--- config.mk ---
export PLATFORM = sky130hd
export DESIGN_NAME = vpw_tx
export DESIGN_NICKNAME = d
export VERILOG_FILES = /design/src/rtl/vpw_pkg.sv /design/src/rtl/vpw_txbuf.sv /design/src/rtl/vpw_crc8.sv /design/src/rtl/vpw_carrier.sv /design/src/rtl/vpw_tx.sv
export SDC_FILE = /design/constraint.sdc
export NUM_CORES = 1
export LEC_CHECK = 0
export ABC_AREA = 0
export BUFFER_PORTS_ARGS = -buffer_cell sky130_fd_sc_hd__buf_2
export CORE_UTILIZATION = 60
export CTS_CLUSTER_SIZE = 40
export DETAILED_ROUTE_END_ITERATION = 7
export PLACE_DENSITY_LB_ADDON = 0.1
export SLEW_MARGIN = 10
export SYNTH_ARGS = -nofsm -noshare
export SYNTH_HDL_FRONTEND = slang
export SYNTH_SLANG_ARGS = --single-unit
--- constraint.sdc ---
create_clock -name clk -period 3 [get_ports clk]
set_input_delay 0.45 -clock clk [delete_from_list [all_inputs] [get_ports clk]]
set_output_delay 0.45 -clock clk [all_outputs]
set_load 0.03 [all_outputs]
--- src/rtl/vpw_pkg.sv ---
package vpw_pkg;

  typedef enum logic [2:0] {
    ST_IDLE,
    ST_WAIT,
    ST_SOF,
    ST_BITS,
    ST_EOD
  } vpw_state_t;

  localparam logic [7:0] CRC_POLY = 8'h1D;
  localparam logic [7:0] CRC_SEED = 8'hFF;

  // one bit of the CRC-8 shift register, message bit enters at the top
  function automatic logic [7:0] crc_bit(input logic [7:0] c, input logic b);
    logic fb;
    fb = c[7] ^ b;
    return {c[6:0], 1'b0} ^ (fb ? CRC_POLY : 8'h00);
  endfunction

endpackage

--- src/rtl/vpw_txbuf.sv ---
module vpw_txbuf #(
  parameter int AW = 4
) (
  input  logic          clk,
  input  logic          we,
  input  logic [AW-1:0] waddr,
  input  logic [7:0]    wdata,
  input  logic [AW-1:0] raddr,
  output logic [7:0]    rdata
);
  localparam int DEPTH = 1 << AW;

  logic [7:0] mem [0:DEPTH-1];

  always_ff @(posedge clk) begin
    if (we) mem[waddr] <= wdata;
  end

  // registered read port so the array maps onto block RAM
  always_ff @(posedge clk) begin
    rdata <= mem[raddr];
  end
endmodule

--- src/rtl/vpw_crc8.sv ---
module vpw_crc8
  import vpw_pkg::*;
(
  input  logic       clk,
  input  logic       rst,
  input  logic       seed,
  input  logic       step,
  input  logic       bit_in,
  output logic [7:0] crc
);
  always_ff @(posedge clk) begin
    if (rst || seed) crc <= CRC_SEED;
    else if (step)   crc <= crc_bit(crc, bit_in);
  end
endmodule

--- src/rtl/vpw_carrier.sv ---
module vpw_carrier #(
  parameter int IDLE_C = 28000
) (
  input  logic clk,
  input  logic rst,
  input  logic bus_sense,
  output logic sense_q,
  output logic bus_free
);
  localparam int IW = $clog2(IDLE_C + 1);
  localparam logic [IW-1:0] IDLE_L = IW'(IDLE_C);

  logic [IW-1:0] idle_cnt;

  always_ff @(posedge clk) begin
    if (rst) begin
      sense_q  <= 1'b1;
      idle_cnt <= '0;
    end else begin
      sense_q <= bus_sense;
      if (sense_q)               idle_cnt <= '0;
      else if (idle_cnt != IDLE_L) idle_cnt <= idle_cnt + 1'b1;
    end
  end

  assign bus_free = (idle_cnt == IDLE_L) && !sense_q;

  // the quiet counter never runs past its limit
  p_idle_sat_r6: assert property (@(posedge clk) disable iff (rst)
    idle_cnt <= IDLE_L);
endmodule

--- src/rtl/vpw_tx.sv ---
module vpw_tx
  import vpw_pkg::*;
#(
  parameter int TICK_DIV    = 100,
  parameter int SHORT_TICKS = 64,
  parameter int LONG_TICKS  = 128,
  parameter int DELIM_TICKS = 200,
  parameter int IDLE_TICKS  = 280,
  parameter int MAX_DATA    = 8,
  parameter int MAX_FRAME   = 12
) (
  input  logic       clk,
  input  logic       rst,
  input  logic       ld_we,
  input  logic [3:0] ld_addr,
  input  logic [7:0] ld_data,
  input  logic       hdr_long,
  input  logic [3:0] data_cnt,
  input  logic       start,
  input  logic       bus_sense,
  output logic       bus_drive,
  output logic       busy,
  output logic       done,
  output logic       arb_lost,
  output logic       len_err
);
  localparam int AW      = 4;
  localparam int SHORT_C = SHORT_TICKS * TICK_DIV;
  localparam int LONG_C  = LONG_TICKS * TICK_DIV;
  localparam int DELIM_C = DELIM_TICKS * TICK_DIV;
  localparam int IDLE_C  = IDLE_TICKS * TICK_DIV;
  localparam int GUARD_C = TICK_DIV;
  localparam int SYM_MAX = (LONG_C > DELIM_C) ? LONG_C : DELIM_C;
  localparam int CW      = $clog2(SYM_MAX + 1);
  localparam logic [CW-1:0] SHORT_L = CW'(SHORT_C - 1);
  localparam logic [CW-1:0] LONG_L  = CW'(LONG_C - 1);
  localparam logic [CW-1:0] DELIM_L = CW'(DELIM_C - 1);
  localparam logic [CW-1:0] GUARD_L = CW'(GUARD_C);

  vpw_state_t    state;
  logic [CW-1:0] sym_cnt;
  logic [AW-1:0] byte_idx;
  logic [2:0]    bit_idx;
  logic [AW-1:0] n_pay;
  logic [7:0]    rdata;
  logic [7:0]    crc;
  logic          sense_q;
  logic          bus_free;

  // length decode
  logic [5:0] tot_len;
  logic       len_bad;
  assign tot_len = 6'(data_cnt) + (hdr_long ? 6'd3 : 6'd1) + 6'd1;
  assign len_bad = (int'(data_cnt) > MAX_DATA) || (int'(tot_len) > MAX_FRAME);

  // current bit and its symbol width
  logic          in_crc;
  logic          cur_bit;
  logic [CW-1:0] sym_last;
  logic          sym_end;
  logic          arb_hit;

  assign in_crc   = (byte_idx == n_pay);
  assign cur_bit  = in_crc ? ~crc[~bit_idx] : rdata[~bit_idx];
  assign sym_last = (cur_bit ^ bus_drive) ? SHORT_L : LONG_L;
  assign sym_end  = (sym_cnt == sym_last);
  assign arb_hit  = (state == ST_BITS) && !bus_drive && (sym_cnt >= GUARD_L) && sense_q;

  vpw_txbuf #(.AW(AW)) u_buf (
    .clk   (clk),
    .we    (ld_we && !busy),
    .waddr (ld_addr),
    .wdata (ld_data),
    .raddr (byte_idx),
    .rdata (rdata)
  );

  vpw_crc8 u_crc (
    .clk    (clk),
    .rst    (rst),
    .seed   (state == ST_WAIT),
    .step   ((state == ST_BITS) && sym_end && !in_crc && !arb_hit),
    .bit_in (cur_bit),
    .crc    (crc)
  );

  vpw_carrier #(.IDLE_C(IDLE_C)) u_cs (
    .clk       (clk),
    .rst       (rst),
    .bus_sense (bus_sense),
    .sense_q   (sense_q),
    .bus_free  (bus_free)
  );

  always_ff @(posedge clk) begin
    if (rst) begin
      state     <= ST_IDLE;
      sym_cnt   <= '0;
      byte_idx  <= '0;
      bit_idx   <= '0;
      n_pay     <= '0;
      bus_drive <= 1'b0;
      busy      <= 1'b0;
      done      <= 1'b0;
      arb_lost  <= 1'b0;
      len_err   <= 1'b0;
    end else begin
      done     <= 1'b0;
      arb_lost <= 1'b0;
      len_err  <= 1'b0;
      case (state)
        ST_IDLE: begin
          if (start) begin
            if (len_bad) begin
              len_err <= 1'b1;
            end else begin
              n_pay <= AW'(tot_len - 6'd1);
              busy  <= 1'b1;
              state <= ST_WAIT;
            end
          end
        end
        ST_WAIT: begin
          if (bus_free) begin
            state     <= ST_SOF;
            bus_drive <= 1'b1;
            sym_cnt   <= '0;
            byte_idx  <= '0;
            bit_idx   <= '0;
          end
        end
        ST_SOF: begin
          if (sym_cnt == DELIM_L) begin
            state     <= ST_BITS;
            bus_drive <= 1'b0;
            sym_cnt   <= '0;
          end else begin
            sym_cnt <= sym_cnt + 1'b1;
          end
        end
        ST_BITS: begin
          if (arb_hit) begin
            state    <= ST_WAIT;
            arb_lost <= 1'b1;
          end else if (sym_end) begin
            sym_cnt   <= '0;
            bit_idx   <= bit_idx + 1'b1;
            bus_drive <= ~bus_drive;
            if (bit_idx == 3'd7) begin
              if (in_crc) state <= ST_EOD;
              else        byte_idx <= byte_idx + 1'b1;
            end
          end else begin
            sym_cnt <= sym_cnt + 1'b1;
          end
        end
        ST_EOD: begin
          if (sym_cnt == DELIM_L) begin
            state <= ST_IDLE;
            busy  <= 1'b0;
            done  <= 1'b1;
          end else begin
            sym_cnt <= sym_cnt + 1'b1;
          end
        end
        default: state <= ST_IDLE;
      endcase
    end
  end

  // no drive while the bus has not been quiet long enough
  p_wait_quiet_r6: assert property (@(posedge clk) disable iff (rst)
    (state == ST_WAIT && !bus_free) |=> !bus_drive);

  // start delimiter is driven active throughout
  p_sof_active_r1: assert property (@(posedge clk) disable iff (rst)
    (state == ST_SOF) |-> bus_drive);

  // a loss leaves the bus released and the frame still pending
  p_lost_release_r7: assert property (@(posedge clk) disable iff (rst)
    arb_lost |-> (!bus_drive && busy));

  // done ends busy and leaves the bus passive
  p_done_idle_r9: assert property (@(posedge clk) disable iff (rst)
    done |-> (!busy && !bus_drive));

  // a rejected length never starts a frame
  p_err_idle_r4: assert property (@(posedge clk) disable iff (rst)
    len_err |-> (!busy && !bus_drive));

  // the status pulses never coincide
  p_flags_r9: assert property (@(posedge clk) disable iff (rst)
    $onehot0({done, arb_lost, len_err}));

  // a bit symbol never outlasts a long pulse
  p_sym_bound_r10: assert property (@(posedge clk) disable iff (rst)
    (state == ST_BITS) |-> (sym_cnt <= LONG_L));
endmodule

======== Yosys cells after proc, flatten, opt, wreduce, memory -nomap -nowiden ========
Memories as Yosys holds them, arrays and structs flattened. A register that Yosys moved wholly into a read port is not among the register bits.
Index checks and enable logic that the tools add are counted.
storage, ports and cells
  output and inout bits ................... 5
  RAM bits ................................ 128
  word-level logic and storage cells ...... 137
  register bits after elaboration ......... 58
  memory bits (read-only) ................. 0
  memories kept ........................... 1
  bits of input ports ..................... 22
  bits in latches ......................... 0
memories
  memory     depth  bits a word  rd ports  clocked after Yosys merged registers in  wr ports  line             RTL
  u_buf.mem  16     8            1         1                                        1         vpw_txbuf.sv:13  logic [7:0] mem [0:DEPTH-1];
cells by class
  muxes and demuxes ....................... 47
  multipliers ............................. 0
  eq/ne operators ......................... 23
  bitwise gates (word level) .............. 11
  shift-type cells ........................ 0
  magnitude comparators ................... 4
  div/mod/pow operators ................... 0
  reduce and logical (&&, ||, !) cells .... 31
  add/subtract/negate cells ............... 7
operator list
  kind                                                                     number
  15-bit 2-to-1 mux                                                        5
  15-bit case mux with 4 select lines                                      1
  3-bit 2-to-1 mux                                                         12
  15-bit by 1-bit adder with 15-bit output (second input constant)         2
  15-bit == test (second input constant)                                   2
  4-bit 2-to-1 mux                                                         5
  2-bit != test (second input constant)                                    9
  15-bit by 14-bit == test with 1-bit output                               1
  15-bit by 7-bit >= comparator with 1-bit output (second input constant)  1
  15-bit != test (second input constant)                                   1
  3-bit case mux with 5 select lines                                       1
  1-bit 2-to-1 mux                                                         14
  14-bit 2-to-1 mux                                                        1
  4-bit AND reduction                                                      3
  1-bit logical AND                                                        8
  4-bit case mux with 2 select lines                                       1
  8-bit AND reduction                                                      1
  8-bit XOR                                                                1
  1-bit NOT                                                                7
  5-bit by 1-bit adder with 6-bit output (second input constant)           1
  1-bit binary-select mux with 3-bit select                                2
  3-bit by 2-bit == test with 1-bit output (second input constant)         2
  3-bit == test (second input constant)                                    2
  6-bit by 4-bit > comparator with 1-bit output (second input constant)    1
  29 further kinds                                                         39

======== Logic depth before layout (Yosys ltp) ========
  depth after elaboration ................. 11
  depth in mapped cells ................... 11
  gate-level depth less buffers ........... 11

======== Hierarchy ========
A second synthesis with hierarchy kept.
unflattened totals
  cells, all modules ...................... 630
  area total of the unflattened synthesis .. 8642.0 um2
by module, submodules not included
  module       area an instance (um2)  cells each  times used
  vpw_txbuf    5147.4                  229         1
  vpw_tx       2336.0                  279         1
  vpw_carrier  799.5                   91          1
  vpw_crc8     359.1                   31          1

======== Least setup slack after synthesis ========
Ideal clock, no wire load.
  kind .................................... register -> register
  start point ............................. register bit_idx[0]
  end point ............................... register byte_idx[3]
  slack ................................... 0.409 ns
  cell stages (with the launch flop) ...... 8
  data arrival time ....................... 2.520 ns
  buffers on the path ..................... 1
  cell sequence ........................... dfxtp_1 -> buf_2 -> mux4_2 -> mux4_2 -> mux2_4 -> nand3_1 -> or4_1 -> a21oi_1
on the way
  word-level cells in the longest chain between the ends .. 10
  elaborated cells between the ends (all ways) .. 14
RTL lines
  what                                        line           RTL
  from (decl)                                 vpw_tx.sv:43   logic [2:0] bit_idx;
  from (signal assigned)                      vpw_tx.sv:147  bit_idx <= bit_idx + 1'b1;
  3-bit NOT                                   vpw_tx.sv:64   assign cur_bit = in_crc ? ~crc[~bit_idx] : rdata[~bit_idx];
  1-bit binary-select mux with 3-bit select   vpw_tx.sv:64
  1-bit 2-to-1 mux (not written as such)      vpw_tx.sv:64
  1-bit NOT                                   vpw_tx.sv:64
  1-bit 2-to-1 mux                            vpw_tx.sv:64
  1-bit XOR                                   vpw_tx.sv:65   assign sym_last = (cur_bit ^ bus_drive) ? SHORT_L : LONG_L;
  14-bit 2-to-1 mux                           vpw_tx.sv:65
  15-bit by 14-bit == test with 1-bit output  vpw_tx.sv:66   assign sym_end = (sym_cnt == sym_last);
  2-bit != test (no source line)              n/a
  6-bit AND reduction (no source line) (*)    n/a
  to (signal assigned)                        vpw_tx.sv:151  else byte_idx <= byte_idx + 1'b1;
  to (decl)                                   vpw_tx.sv:42   logic [AW-1:0] byte_idx;
Every way passes the cells marked *; elsewhere a longest branch is shown, timed or not. The select of a mux whose other input is x is not followed.
A chain may end at the register's enable or synchronous reset.

======== Worst setup path in the final report ========
Ends and elaborated chain as after synthesis.

==> results.md <==
- Proportion of layout cells with a drive suffix above 1: 20.0%
- Port bufs: 26
- Vias in the first global route: a little over 5,000
- Critical path arrival: 3.05 ns
- # resized after CTS: 0
- Post-DP Area: 8810 um^2
- Cell mode on critical path: mux4_2
- Final Instance Area: 9410 um^2
- Final min period: 2.70 ns
- Diodes inserted: 0
- IO Count: 27
- Min-Delay Path Class: in -> reg
- Most frequent cells in the layout: edfxtp_1 (128), dfxtp_1 (65), nor2_1 (57)
- Worst vdd ir: 0.578 mV
- Overflow after GRT: 0
- Setup TNS Final: 0 ns
- Drt drc: 0
- Routed len/inst: 19.8 um
- Antenna-violating nets left: 0
- Clk_lat worst skew: 0.44 ns
- Final Hold Vio Count: 0
- Setup Buffers After CTS: 0
- Commonest non-fill, non-tap cell in the layout: edfxtp_1
- Predominant post-synthesis flop cell: edfxtp_1
- Final Skew: between 0.01 and 0.015 ns
- TritonCTS buffer count: 17
- Post-DP HPWL: 11,200 um
- Die Span X: 121 um
- GRT busiest layer: met2
- Synthesis Warnings: 0
- Met3 GRT Util: 5.28%
- Critical path startpoint category: flip-flop
- Avg Cell Area, Syn: 13.5 um^2
- Final-report max-slew violation count: 0
- Final worst-path cycle share: roughly 90%
- DR pass1 iterations: 5
- Worst-Margin Slew: about 0.95 ns
- Max clock buf depth: 2
- Met2 usage in global routing: 43.3%
- Share of flip-flops with an asynchronous set or reset: 0%
- Largest net degree at the start of global routing: 37
- Core Box Area: 13,800 um^2
- Pwr Total: between 5 and 6 mW
- Unrepaired setup endpoints after global routing: no
- Netlist Area Pre-Place: 8450 um^2
- Run status: finished clean
- Cts hold-fix bufs: 0
- Drt initial violations: 403
- CP peak stage delay: 0.53 ns
- Grt met1 use: 31.1%
- First-pass GRT wire length: 26,800 um
- Final setup viols: 0
- Height of the chip: approximately 120 um
- Mapped Cells: 624
- Clock transition at path regs: about 0.07 ns
- Root Buffer: clkbuf_16
- Place WS: roughly 0.34 ns
- Fmax: 371 MHz
- Number of synthesized flops with an enable pin: 128
- Seq/Total Area, Yosys: 61.1%
- Cell variety after synth: 61
- Max_cap viols: 0
- Clock sink count: 194
- Initial Util: 61.1%
- Crit path cell chain: mux4_2, mux4_2, mux2_4, nand3_1, or4_1, a21oi_1
- Slowest stage cell, crit path: mux4_2
- Pleak: 3.11 nW
- Via count: 5,267
- Routed wire length: approximately 17,000 um
- Critical Path RT: roughly 3.4 ns
- Post-Syn Nets: ~660
- CTS H-tree lvls: 4
- Layout area overhead: 11.3%
- Power Density: just under 600 nW/um^2
- DIE AREA: roughly 15,000 um^2
- Cell row count: 43
- Relative slew slack: 36.7%
- GPL Wtd Cong: roughly 0.89
- Synth Register Bits: 194
- Setup ws final: 0.302 ns
- CP Class: reg -> reg
- Fin nets: 689
- GRT Total Usage: 25.0%
- Number of vias per cell: 6.20
- CP max FO: 8
- Initial antenna violation count: 0
- Worst setup EP type: flip-flop
- CTS tree: built
-- cell families (layout without fill, tap and decap cells) --
| logic type | count (synthesis) | after routing | synth area share (%) |
|---|---|---|---|
| compound gates | 70 | 70 | 5.39 |
| xor+xnor | 24 | 24 | 2.49 |
| fa+ha+maj | 10 | 10 | 1.48 |
| buf+inv | 54 | 100 | 2.58 |
| flops | 194 | 194 | 61.1 |
| mux | 63 | 63 | 14.0 |
| simple gates | 209 | 209 | 12.9 |
-- stage by stage --
step	utilization [%]	std cells	hold WS [ns]
3_5_place_dp	63.7	818	0.490
3_3_place_gp	63.7	818	0.481
5_1_grt	68.0	850	0.186
6_report	68.0	850	0.204
4_1_cts	68.0	850	0.190
2_1_floorplan	-	624	0.459
-- synth_stat cells, types with 3 or more instances --
master | number | share of area, %
mux2i_1 | 17 | 2.0
a31oi_1 | 4 | 0.30
nand2b_1 | 6 | 0.44
buf_1 | 3 | 0.13
nor2_1 | 57 | 2.5
clkbuf_1 | 17 | 0.75
buf_2 | 5 | 0.30
nand3_1 | 23 | 1.4
or4_1 | 4 | 0.36
o311ai_0 | 3 | 0.31
or3_1 | 5 | 0.37
nand3b_1 | 3 | 0.27
and3_1 | 8 | 0.59
a211oi_1 | 4 | 0.36
xnor2_1 | 13 | 1.3
nand2_1 | 45 | 2.0
xor2_1 | 11 | 1.1
nand4_1 | 7 | 0.52
inv_1 | 26 | 1.2
dfxtp_1 | 66 | 16
edfxtp_1 | 128 | 45
nand4b_1 | 4 | 0.41
ha_1 | 10 | 1.5
a21oi_1 | 17 | 1.0
and2_1 | 5 | 0.37
nor3_1 | 20 | 1.2
nor4_1 | 4 | 0.30
o21ai_0 | 17 | 1.0
o211ai_1 | 10 | 0.89
mux4_2 | 44 | 12
-- layout make-up --
class / count / area (um^2)
multi-input combinational: 376 / 3070
tap: 180 / 225
inverter: 26 / 97.6
clock inverter: 15 / 171
clock buffer: 17 / 425
sequential: 194 / 5170
timing repair buffer: 42 / 250
fill: 951 / 4420
-- per-layer routing --
metal,wire length [um],vias to the layer above
met3,660,24
met5,0,-
li1,-,2435
met4,254,0
met1,7000,2647
met2,8920,161
-- worst max-delay path: cells and delay by family (launching register included) --
kind,cells,cell delay (ns)
mux,3,1.31
simple gates,2,0.74
flops,1,0.40
compound gates,1,0.17
-- state kept, by name, indices dropped and copies added, names as in the netlist --
name / count
u_buf.rdata: 8
len_err: 1
state: 3
byte_idx: 4
u_cs.idle_cnt: 15
n_pay: 4
u_crc.crc: 8
busy: 1
u_buf.mem: 128
bit_idx: 3
bus_drive: 1
u_cs.sense_q: 1
done: 1
arb_lost: 1
sym_cnt: 15
-- path summary, 6_finish.rpt --
path,startpoint,end,slack (ns),cells past startpoint
max reg2reg,bit_idx[0],byte_idx[3],0.30,6
min,bus_sense,u_cs.sense_q,0.20,2
min reg2reg,u_crc.crc[0],u_crc.crc[1],0.50,2
max,bit_idx[0],byte_idx[3],0.30,6
-- power by group --
part | switching, mW | leakage (nW) | internal, mW
Sequential | 0.0336 | 1.69 | 2.88
Combinational | 0.207 | 1.12 | 0.128
Clock | 1.07 | 0.296 | 1.19
Total | 1.32 | 3.11 | 4.20
(Power assumes the default switching activity.)
